$ cat config.mk
export PLATFORM = sky130hd
export DESIGN_NAME = tap_delay_ctrl
export DESIGN_NICKNAME = d
export VERILOG_FILES = /design/src/rtl/tap_delay_pkg.sv /design/src/rtl/tap_cal_fsm.sv /design/src/rtl/tap_step_counter.sv /design/src/rtl/tap_shift_chain.sv /design/src/rtl/tap_delay_ctrl.sv
export SDC_FILE = /design/constraint.sdc
export NUM_CORES = 1
export LEC_CHECK = 0
export BUFFER_PORTS_ARGS = -buffer_cell sky130_fd_sc_hd__clkbuf_2
export CORE_MARGIN = 2
export CORE_UTILIZATION = 40
export DETAILED_ROUTE_END_ITERATION = 16
export GPL_TIMING_DRIVEN = 0
export PLACE_DENSITY_LB_ADDON = 0.08
export RECOVER_POWER = 100
export SLEW_MARGIN = 20
export SYNTH_ARGS = -nofsm -noshare
export SYNTH_HDL_FRONTEND = slang
export SYNTH_SLANG_ARGS = --single-unit
$ cat constraint.sdc
create_clock -name clk -period 1.84 [get_ports clk]
set_clock_uncertainty 0.1 [all_clocks]
set_input_delay 0.092 -clock clk [delete_from_list [all_inputs] [get_ports clk]]
set_output_delay 0.092 -clock clk [all_outputs]
set_load 0.01 [all_outputs]
$ cat src/rtl/tap_delay_pkg.sv
package tap_delay_pkg;
    typedef enum logic [1:0] {
        MODE_DEFAULT  = 2'd0,
        MODE_FIXED    = 2'd1,
        MODE_VARIABLE = 2'd2
    } in_mode_e;

    typedef enum logic {
        ST_WAIT_CAL = 1'b0,
        ST_LIVE     = 1'b1
    } cal_state_e;
endpackage

$ cat src/rtl/tap_cal_fsm.sv
module tap_cal_fsm #(
    parameter bit NEED_CAL = 1'b1
) (
    input  logic clk,
    input  logic rst_n,
    input  logic cal_ok,
    output logic live
);
    import tap_delay_pkg::*;

    localparam cal_state_e RESET_ST = NEED_CAL ? ST_WAIT_CAL : ST_LIVE;

    cal_state_e state_q, state_d;

    always_ff @(posedge clk or negedge rst_n) begin
        if (!rst_n) state_q <= RESET_ST;
        else        state_q <= state_d;
    end

    always_comb begin
        state_d = state_q;
        unique case (state_q)
            ST_WAIT_CAL: if (cal_ok || !NEED_CAL) state_d = ST_LIVE;      // CAL_SEEN
            ST_LIVE:     if (!cal_ok && NEED_CAL) state_d = ST_WAIT_CAL;  // CAL_LOST
            default:     state_d = RESET_ST;
        endcase
    end

    always_comb begin
        live = (state_q == ST_LIVE);
    end

    AST_CAL_ENTRY: assert property (@(posedge clk) disable iff (!rst_n)
        cal_ok |=> live);
    AST_CAL_EXIT: assert property (@(posedge clk) disable iff (!rst_n)
        (NEED_CAL && !cal_ok) |=> !live);
    AST_NO_CAL_LIVE: assert property (@(posedge clk) disable iff (!rst_n)
        !NEED_CAL |=> live);
endmodule

$ cat src/rtl/tap_step_counter.sv
module tap_step_counter #(
    parameter int NUM_TAPS = 64,
    parameter tap_delay_pkg::in_mode_e IN_MODE = tap_delay_pkg::MODE_VARIABLE,
    parameter int IN_PRESET = 0,
    localparam int TAP_W = $clog2(NUM_TAPS)
) (
    input  logic             clk,
    input  logic             rst_n,
    input  logic             live,
    input  logic             adj_en,
    input  logic             adj_up,
    output logic [TAP_W-1:0] in_tap
);
    import tap_delay_pkg::*;

    localparam logic [TAP_W-1:0] LAST_TAP  = TAP_W'(NUM_TAPS - 1);
    localparam logic [TAP_W-1:0] PRESET_T  = TAP_W'(IN_PRESET);
    localparam logic [TAP_W-1:0] RESET_TAP = (IN_MODE == MODE_DEFAULT) ? '0 : PRESET_T;
    localparam bit               CAN_STEP  = (IN_MODE == MODE_VARIABLE);

    logic [TAP_W-1:0] tap_up, tap_dn;

    always_comb begin
        tap_up = (in_tap == LAST_TAP) ? '0 : in_tap + 1'b1;
        tap_dn = (in_tap == '0) ? LAST_TAP : in_tap - 1'b1;
    end

    always_ff @(posedge clk or negedge rst_n) begin
        if (!rst_n)                       in_tap <= RESET_TAP;
        else if (CAN_STEP && live && adj_en) in_tap <= adj_up ? tap_up : tap_dn;
    end

    generate
        if (CAN_STEP) begin : g_var_chk
            AST_STEP_UP: assert property (@(posedge clk) disable iff (!rst_n)
                (live && adj_en && adj_up) |=>
                    (in_tap == (($past(in_tap) == LAST_TAP) ? '0 : $past(in_tap) + 1'b1)));
            AST_STEP_DN: assert property (@(posedge clk) disable iff (!rst_n)
                (live && adj_en && !adj_up) |=>
                    (in_tap == (($past(in_tap) == '0) ? LAST_TAP : $past(in_tap) - 1'b1)));
            AST_HOLD_IDLE: assert property (@(posedge clk) disable iff (!rst_n)
                (!adj_en || !live) |=> $stable(in_tap));
        end else begin : g_lock_chk
            AST_LOCKED_TAP: assert property (@(posedge clk) disable iff (!rst_n)
                adj_en |=> $stable(in_tap));
        end
    endgenerate
endmodule

$ cat src/rtl/tap_shift_chain.sv
module tap_shift_chain #(
    parameter int NUM_TAPS = 64,
    localparam int TAP_W = $clog2(NUM_TAPS)
) (
    input  logic             clk,
    input  logic             rst_n,
    input  logic             sig_in,
    input  logic [TAP_W-1:0] sel,
    output logic             tapped
);
    logic [NUM_TAPS-1:0] stage;

    always_ff @(posedge clk or negedge rst_n) begin
        if (!rst_n) stage <= '0;
        else        stage <= {stage[NUM_TAPS-2:0], sig_in};
    end

    always_comb begin
        tapped = stage[sel];
    end

    AST_FIRST_STAGE: assert property (@(posedge clk) disable iff (!rst_n)
        1'b1 |=> (stage[0] == $past(sig_in)));
endmodule

$ cat src/rtl/tap_delay_ctrl.sv
module tap_delay_ctrl #(
    parameter int NUM_TAPS = 64,
    parameter tap_delay_pkg::in_mode_e IN_MODE = tap_delay_pkg::MODE_VARIABLE,
    parameter int IN_PRESET = 0,
    parameter int OUT_PRESET = 0,
    localparam int TAP_W = $clog2(NUM_TAPS)
) (
    input  logic             clk,
    input  logic             rst_n,
    input  logic             sig_in,
    input  logic             dir_tx,
    input  logic             adj_en,
    input  logic             adj_up,
    input  logic             cal_ok,
    output logic             sig_out,
    output logic [TAP_W-1:0] tap_now
);
    import tap_delay_pkg::*;

    localparam bit               NEED_CAL = (IN_MODE != MODE_DEFAULT);
    localparam logic [TAP_W-1:0] OUT_TAP  = TAP_W'(OUT_PRESET);

    logic             live;
    logic [TAP_W-1:0] in_tap;
    logic             tapped;

    tap_cal_fsm #(.NEED_CAL(NEED_CAL)) u_fsm (
        .clk    (clk),
        .rst_n  (rst_n),
        .cal_ok (cal_ok),
        .live   (live)
    );

    tap_step_counter #(
        .NUM_TAPS  (NUM_TAPS),
        .IN_MODE   (IN_MODE),
        .IN_PRESET (IN_PRESET)
    ) u_cnt (
        .clk    (clk),
        .rst_n  (rst_n),
        .live   (live),
        .adj_en (adj_en),
        .adj_up (adj_up),
        .in_tap (in_tap)
    );

    always_comb begin
        tap_now = dir_tx ? OUT_TAP : in_tap;
    end

    tap_shift_chain #(.NUM_TAPS(NUM_TAPS)) u_chain (
        .clk    (clk),
        .rst_n  (rst_n),
        .sig_in (sig_in),
        .sel    (tap_now),
        .tapped (tapped)
    );

    always_comb begin
        sig_out = live & tapped;
    end

    AST_GATED_LOW: assert property (@(posedge clk) disable iff (!rst_n)
        (NEED_CAL && !cal_ok) |=> !sig_out);
    AST_OUT_TAP_STEADY: assert property (@(posedge clk) disable iff (!rst_n)
        (dir_tx && $past(dir_tx)) |-> $stable(tap_now));
endmodule

==> results of run 1 <==
## routing by layer
layer / vias to the layer above / global-route usage
met4: 0 / 0.05785
met3: 9 / 0.05970
met2: 39 / 0.2905
li1: 874 / -
met1: 1000 / 0.2799
met5: - / 0
## flip-flops by register name, summed over array words and instances, names as in the netlist
| signal | flops |
|---|---|
| u_chain.stage | 64 |
| u_cnt.in_tap | 6 |
| u_fsm.live | 1 |
## area by class of cell
cell class	instances	area, sq um
Tap cell	96	120.1
Clock inverter	7	126.4
Fill cell	620	3183
Multi-Input combinational cell	121	1066
Inverter	9	36.28
Timing Repair Buffer	31	272.8
Buffer	13	126.4
Clock buffer	9	123.9
Sequential cell	71	1777
## power by group through the flow
stage	sequential (uW)	clock (uW)	combinational, uW
CTS	1790	1590	1720
global route	1800	1670	1900
finish	1790	1550	1750
detailed placement	1820	0	1370
floorplan	1780	0	990
global placement	1820	0	1360
## cells in the mapped netlist, drive strengths merged (2+ instances only)
cell type  instances
a22oi              2
a21oi              9
dfrtp             71
nand2b             7
nand2              7
clkbuf             3
nor3               4
mux2i              7
nand3              5
o311a              3
nor2b              4
o21ai              8
o31ai              2
o21bai             6
a41oi              2
o22a               4
nor3b              2
ha                 3
a221oi             7
mux4               6
buf               10
inv                9
a2111oi            3
mux2               3
o22ai              3
a221o              4
nor2              10
## kinds of logic (layout without fill, tap and decap cells)
family / count (synthesis) / after routing / share of synthesized area
AO/OA/AOI/OAI: 58 / 58 / 0.1543
XOR/XNOR: 1 / 1 / 0.003079
adder cells (fa/ha/maj): 3 / 3 / 0.01319
buffers and inverters: 22 / 69 / 0.04353
flip-flops: 71 / 71 / 0.6244
multiplexers: 16 / 16 / 0.08399
AND/OR/NAND/NOR: 43 / 43 / 0.07740
## through the flow
step / cell area [sq um] / hold slack (ps) / power [uW] / worst slack, ps
5_1_grt: 3649 / 218.4 / 5374 / -847.9
3_3_place_gp: 3043 / 102.6 / 3182 / -527.6
4_1_cts: 3640 / 155.0 / 5102 / -730.9
6_report: 3649 / 179.2 / 5086 / -724.6
3_5_place_dp: 3065 / -1.740 / 3187 / -536.9
2_1_floorplan: 2863 / -303.6 / 2768 / -100.9
## timing repair
item / CTS / global route
setup buffers: 12 / 1
gates resized for setup: 36 / 9
pin swaps: 16 / 10
hold buffers: 4 / 0
setup endpoints to repair: 8 / 8
cloned: 2 / 0
endpoints found under the hold margin: 38 / 0
## worst paths after layout
kind	to	cells past startpoint	slack, ps	start
setup / recovery	sig_out	6	-720	u_cnt.in_tap[0]
max in group asynchronous	u_cnt.in_tap[1]	3	330	rst_n
hold / removal	u_cnt.in_tap[0]	4	180	adj_up
hold reg to reg	u_chain.stage[34]	0	270	u_chain.stage[33]
min in group asynchronous	u_chain.stage[44]	2	250	rst_n
setup reg to reg	u_cnt.in_tap[4]	11	-280	u_cnt.in_tap[0]
## worst max-delay path, delay by kind of cell (launching register included)
kind                   cells  cell delay (ps)
AO/OA/AOI/OAI              3              830
buffers and inverters      2              300
flip-flops                 1              370
multiplexers               1              530
==> reports/results.md, run 1 <==
| Item | This run |
|:---|:---|
| Number of placement rows | 30 |
| Setup violators final | 8 |
| Sum of routed wire segments on met1 | 3165 microns |
| TritonCTS Buffers | 9 |
| Worst min-delay path class | in2reg |
| Reg clk slew, reported paths | 80 ps |
| Final Cycle Share | 1.394 |
| DR WL met3 | 251 microns |
| Max-Cap Viols | 0 |
| Portion of the post-synthesis area used by sequential elements | 0.6245 |
| Category of the worst setup path launch point | register |
| Number of ports placed on the die boundary | 14 |
| Metal2 WL | 2985 microns |
| Critical path start-end classification | reg2out |
| Post-detailed-route DRC marker count | 0 |
| Drt first pass iters | 4 |
| Power density of the placed cells | 1394 mW/mm^2 |
| Final GP Congestion | 0.8297 |
| Pin count of the biggest net entering global routing | 39 |
| Setup slack after layout | -724.6 ps |
| Relative contribution of combinational cells to total power | 0.344 |
| Root buffer cell | clkbuf_8 |
| Post-synthesis net count | 224 |
| Power spent charging and discharging nets | 1692 uW |
| First-pass GRT wire length | 10,960 microns |
| Yosys reg bits | 71 |
| Initial Util | 0.4165 |
| Tot GR Track Use | 0.1957 |
| Via density per instance | 5.384 |
| Number of warnings reported in the yosys synthesis log | 0 |
| Half-perimeter wire length of the detailed placement result | 4211 microns |
| Fraction of layout instances using a drive strength above 1 | 0.3142 |
| Remaining Overflow, GRT | 0 |
| Number of nets in the finished design | 266 |
| Int Power | 3394 uW |
| Most common library cell in the layout ignoring fill and taps | dfrtp_1 |
| Violations in the final reports | setup timing |
| Number of diodes | 0 |
| Placeable core region | 0.006832 sq mm |
| Cell type with the largest total area after synthesis | dfrtp_1 |
| Relative slew slack | 0.4761 |
| Leakage | 0.001595 uW |
| Fmax | 389.9 MHz |
| Final wirelength | 6488 microns |
| Source-to-sink clock delay at the later pin of the worst-skew pair | 350 ps |
| Actual transition at the worst max-transition pin | 785.8 ps |
| Setup repair after global routing missed its margin | yes |
| Number of max-slew violations in the final report | 0 |
| Required time reported for the critical path endpoint | 1650 ps |
| Post-route minimum period | 2565 ps |
| Via count of the first global-routing pass | 1,992 |
| Number of vias after detailed routing | 1,922 |
| Die X-Extent | 88.34 microns |
| Die area | 0.007804 sq mm |
| Power share of the sequential group | 0.351 |
| Largest driver fanout on the critical path | 7 |
| Leading cell types in the layout, fill and taps excluded | dfrtp_1 (71), clkbuf_8 (9), inv_1 (8), clkbuf_2 (8), buf_4 (8) |
| Crit path max-delay cell type | mux4_2 |
| Clock group share of total power | 0.305 |
| Top Layer Used | met4 |
| Number of DRC markers after the initial detailed-route iteration | 93 |
| Cell Area, Synth | 0.002845 sq mm |
| Number of clock sinks | 71 |
| Max IR drop VDD | 0.6153 mV |
| Top_reg_cell synth | dfrtp_1 |
| Number of flops mapped to enable cells by yosys | 0 |
| Result of the run | complete, but fails checks |
| Count of endpoints failing hold in the final timing report | 0 |
| H-tree lvl count | 3 |
| Share of flip-flops with an asynchronous set or reset | 1.000 |
| Number of input and output port buffers inserted | 12 |
| Top cells by area, synth | dfrtp_1 (62%), mux4_2 (4.7%), mux2i_1 (2.5%) |
| CP endpoint kind | output port |
| Initial antenna violation count | 0 |
| Number of nets with antenna violations after detailed routing | 0 |
| Number of cells after detailed placement | 323 |
| Mapped Avg Cell Area | 13.30 sq um |
| TNS Setup | -1910 ps |
| Area share of the largest cell type after synthesis | 0.6245 |
| WP data arrival | 2370 ps |
| CP cell instances | buf_6, mux4_2, a22o_1, a221o_1, o221a_1, buf_2 |
| Detailed-route wire length per cell | 18.17 microns |
| Height of the chip | 88.34 microns |
| Number of distinct library cells after synthesis | 44 |
| Non-filler instance count after layout | 357 |
| CTS tree | built |
| Cell count after synthesis | 214 |
| Delay of the slowest cell on the worst path | 530 ps |
| P&R area growth vs syn | 28.23% |
| Switching Share | 0.3327 |
| Finished Core Util | 0.5341 |
| Clock Path Buffers | 2 |
No activity file was read; power rests on OpenSTA's default activity.
==> run 2, diff against run 1 <==
--- a/config.mk
+++ b/config.mk
@@ -6,7 +6,7 @@
 export NUM_CORES = 1
 export LEC_CHECK = 0
 export BUFFER_PORTS_ARGS = -buffer_cell sky130_fd_sc_hd__clkbuf_2
-export CORE_MARGIN = 2
+export CORE_MARGIN = 10
 export CORE_UTILIZATION = 40
 export DETAILED_ROUTE_END_ITERATION = 16
 export GPL_TIMING_DRIVEN = 0
==> run 2 against run 1 <==
The flow still finishes with violations (setup timing). Flip-flop and latch count stayed put. Wire length down 1.5%. Die area rose by 40%. Power shrank 7.6%. Core utilization is 3.4 points lower. Sequential share of layout area is 3.1 points higher. Sequential power about the same. Register-to-register slack improved by 100 ps. Maximum frequency is 0.48% higher. Global-route usage is 7.2 points lower. Critical endpoint unchanged.
==> reports/results.md, run 2 (same netlist as run 1, synthesis figures left out) <==
| Item | This run | Delta |
|:---|:---|:---|
| P&R area growth vs syn | 20.62% |  |
| WP data arrival | 2360 ps | about the same |
| Final design area excluding fillers | 0.003432 sq mm | -5.9% |
| Number of vias after detailed routing | 1,838 | -4.4% |
| Number of clock sinks | 71 | unchanged |
| Tot GR Track Use | 0.1233 | -0.07244 |
| Final wirelength | 6390 microns | -1.5% |
| CTS tree | built |  |
| Count of buffer and inverter cells on the critical path | 5 | +3 |
| Number of flip-flops under the largest register name | 64 | unchanged |
| Number of ports placed on the die boundary | 14 | unchanged |
| Crit path max-delay cell type | dfrtp_1 |  |
| TritonCTS Buffers | 9 | unchanged |
| Number of diodes | 0 | unchanged |
| Number of max-slew violations in the final report | 0 | unchanged |
| Most common library cell in the layout ignoring fill and taps | dfrtp_1 |  |
| Via density per instance | 5.297 | -1.6% |
| Setup violators final | 6 | -2 |
| Relative slew slack | 0.5682 | +0.09209 |
| Fmax | 391.8 MHz | +0.48% |
| Source-to-sink clock delay at the later pin of the worst-skew pair | 350 ps | about the same |
| Number of nets with antenna violations after detailed routing | 0 | unchanged |
| Height of the chip | 104.3 microns | +18% |
| Most prevalent standard cell on the critical path | buf_12 |  |
| Placement-stage cell area | 0.003073 sq mm | +0.24% |
| Root buffer cell | clkbuf_8 |  |
| Category of the worst setup path launch point | register |  |
| TNS Setup | -1464 ps | +445.6 ps |
| Power density of the placed cells | 1369 mW/mm^2 | -1.8% |
| Number of placement rows | 30 | unchanged |
| Final Total Pwr | 4699 uW | -7.6% |
| Result of the run | complete, but fails checks |  |
| Total stage count of the critical path | 9 | +3 |
| Die area | 0.01089 sq mm | +40% |
| Required time reported for the critical path endpoint | 1650 ps | about the same |
| Register with the highest flop count | u_chain.stage |  |
| Drt first pass iters | 4 | unchanged |
| Max-Cap Viols | 0 | unchanged |
| Largest driver fanout on the critical path | 10 | +3 |
| Initial Util | 0.4142 | -0.002276 |
| Post-detailed-route DRC marker count | 0 | unchanged |
| Initial antenna violation count | 0 | unchanged |
| Critical path start-end classification | reg2out |  |
| Leading cell types in the layout, fill and taps excluded | dfrtp_1 (70), a21oi_1 (9), clkbuf_8 (9) |  |
| Reg clk slew, reported paths | 70 ps | about the same |
| Worst r2r path cells | 10 | -1 |
| Leakage | 0.001493 uW | -6.4% |
| Setup repair after global routing missed its margin | yes |  |
| Area used by multi-input combinational logic | 0.001018 sq mm | -4.5% |
| Detailed-route wire length per cell | 18.41 microns | +1.3% |
| Placeable core region | 0.006869 sq mm | +0.55% |
| Number of nets in the finished design | 256 | -3.8% |
| Post-route minimum period | 2552 ps | -12.30 ps |
| Violations in the final reports | setup timing |  |
| Half-perimeter wire length of the detailed placement result | 4197 microns | -0.33% |
| Hold_ws | 197.7 ps | +18.54 ps |
| Crit-path leading delay family | compound AO/OA/AOI/OAI gates |  |
| Footprint of the flip-flops and latches | 0.001778 sq mm | about the same |
| Clock Path Buffers | 2 | unchanged |
| CP cell instances | buf_6, buf_12, buf_12, buf_12, a221oi_2, o22ai_1, a221oi_2, o221a_1, buf_2 |  |
| Number of DRC markers after the initial detailed-route iteration | 127 | +37% |
| Remaining Overflow, GRT | 0 | unchanged |
| Fraction of layout instances using a drive strength above 1 | 0.2550 | -0.05920 |
| Max IR drop VDD | 0.6524 mV | +6.0% |
| Pin count of the biggest net entering global routing | 46 | +18% |
| Fill cell total of the finished layout | 604 | -2.6% |
| Delay of the slowest cell on the worst path | 390 ps | -140 ps |
| Via count of the first global-routing pass | 1,933 | -3.0% |
| Final GP Congestion | 0.8065 | -2.8% |
| CP endpoint kind | output port |  |
| H-tree lvl count | 3 | unchanged |
| Die X-Extent | 104.3 microns | +18% |
| Final Cycle Share | 1.387 | -0.006683 |
| First-pass GRT wire length | 10,540 microns | -3.8% |
| Worst min-delay path class | in2async |  |
| Count of endpoints failing hold in the final timing report | 0 | unchanged |
| Setup slack after layout | -712.3 ps | +12.30 ps |
| Number of input and output port buffers inserted | 12 | unchanged |
| Actual transition at the worst max-transition pin | 647.7 ps | -138.1 ps |
==> run 2: cell type report <==
type                    instances  area share
flip-flops and latches         71      0.5180
multi-input cells             121      0.2968
repair buffers                 21     0.03864
plain buffers                  13     0.03719
clock buffers                   9     0.03609
well taps                      96     0.03500
clock inverters                 7     0.02844
inverters                       9    0.009843
==> run 2: final timing paths <==
kind,from,endpoint,slack [ps]
setup / recovery,u_cnt.in_tap[0],sig_out,-710
hold / removal,rst_n,u_chain.stage[40],200
setup reg to reg,u_cnt.in_tap[0],u_cnt.in_tap[3],-180
hold reg to reg,u_chain.stage[58],u_chain.stage[59],270
max in group asynchronous,rst_n,u_cnt.in_tap[4],370
min in group clk,adj_up,u_cnt.in_tap[0],220
==> run 2: power breakdown <==
part           total, uW  switching [uW]  internal (uW)
Sequential          1790             116           1680
Combinational       1540             881            656
Clock               1370             606            764
Total               4700            1600           3100
==> run 2: repair_timing <==
action	in CTS	in global routing
hold buffers	4	0
hold endpoints to repair	75	0
resized for setup	19	8
endpoints found under the setup margin	8	8
buffers inserted	4	0
pin swaps	7	4
==> run 2: routing by layer <==
metal	vias up	track usage	wire (microns)	share of wire
met5	-	0	0	0
met4	0	0.04274	70	0.011
met3	6	0.04523	254	0.040
met2	35	0.1764	2881	0.45
met1	943	0.1664	3183	0.50
li1	854	-	-	-
==> run 2: per-stage QoR <==
stage | instances | util | setup WS [ps]
6_report | 347 | 0.4996 | -712.3
5_1_grt | 347 | 0.4996 | -807.6
4_1_cts | 347 | 0.4991 | -729.8
3_5_place_dp | 323 | 0.4474 | -528.1
3_3_place_gp | 322 | 0.4430 | -536.5
2_1_floorplan | 214 | - | -100.9
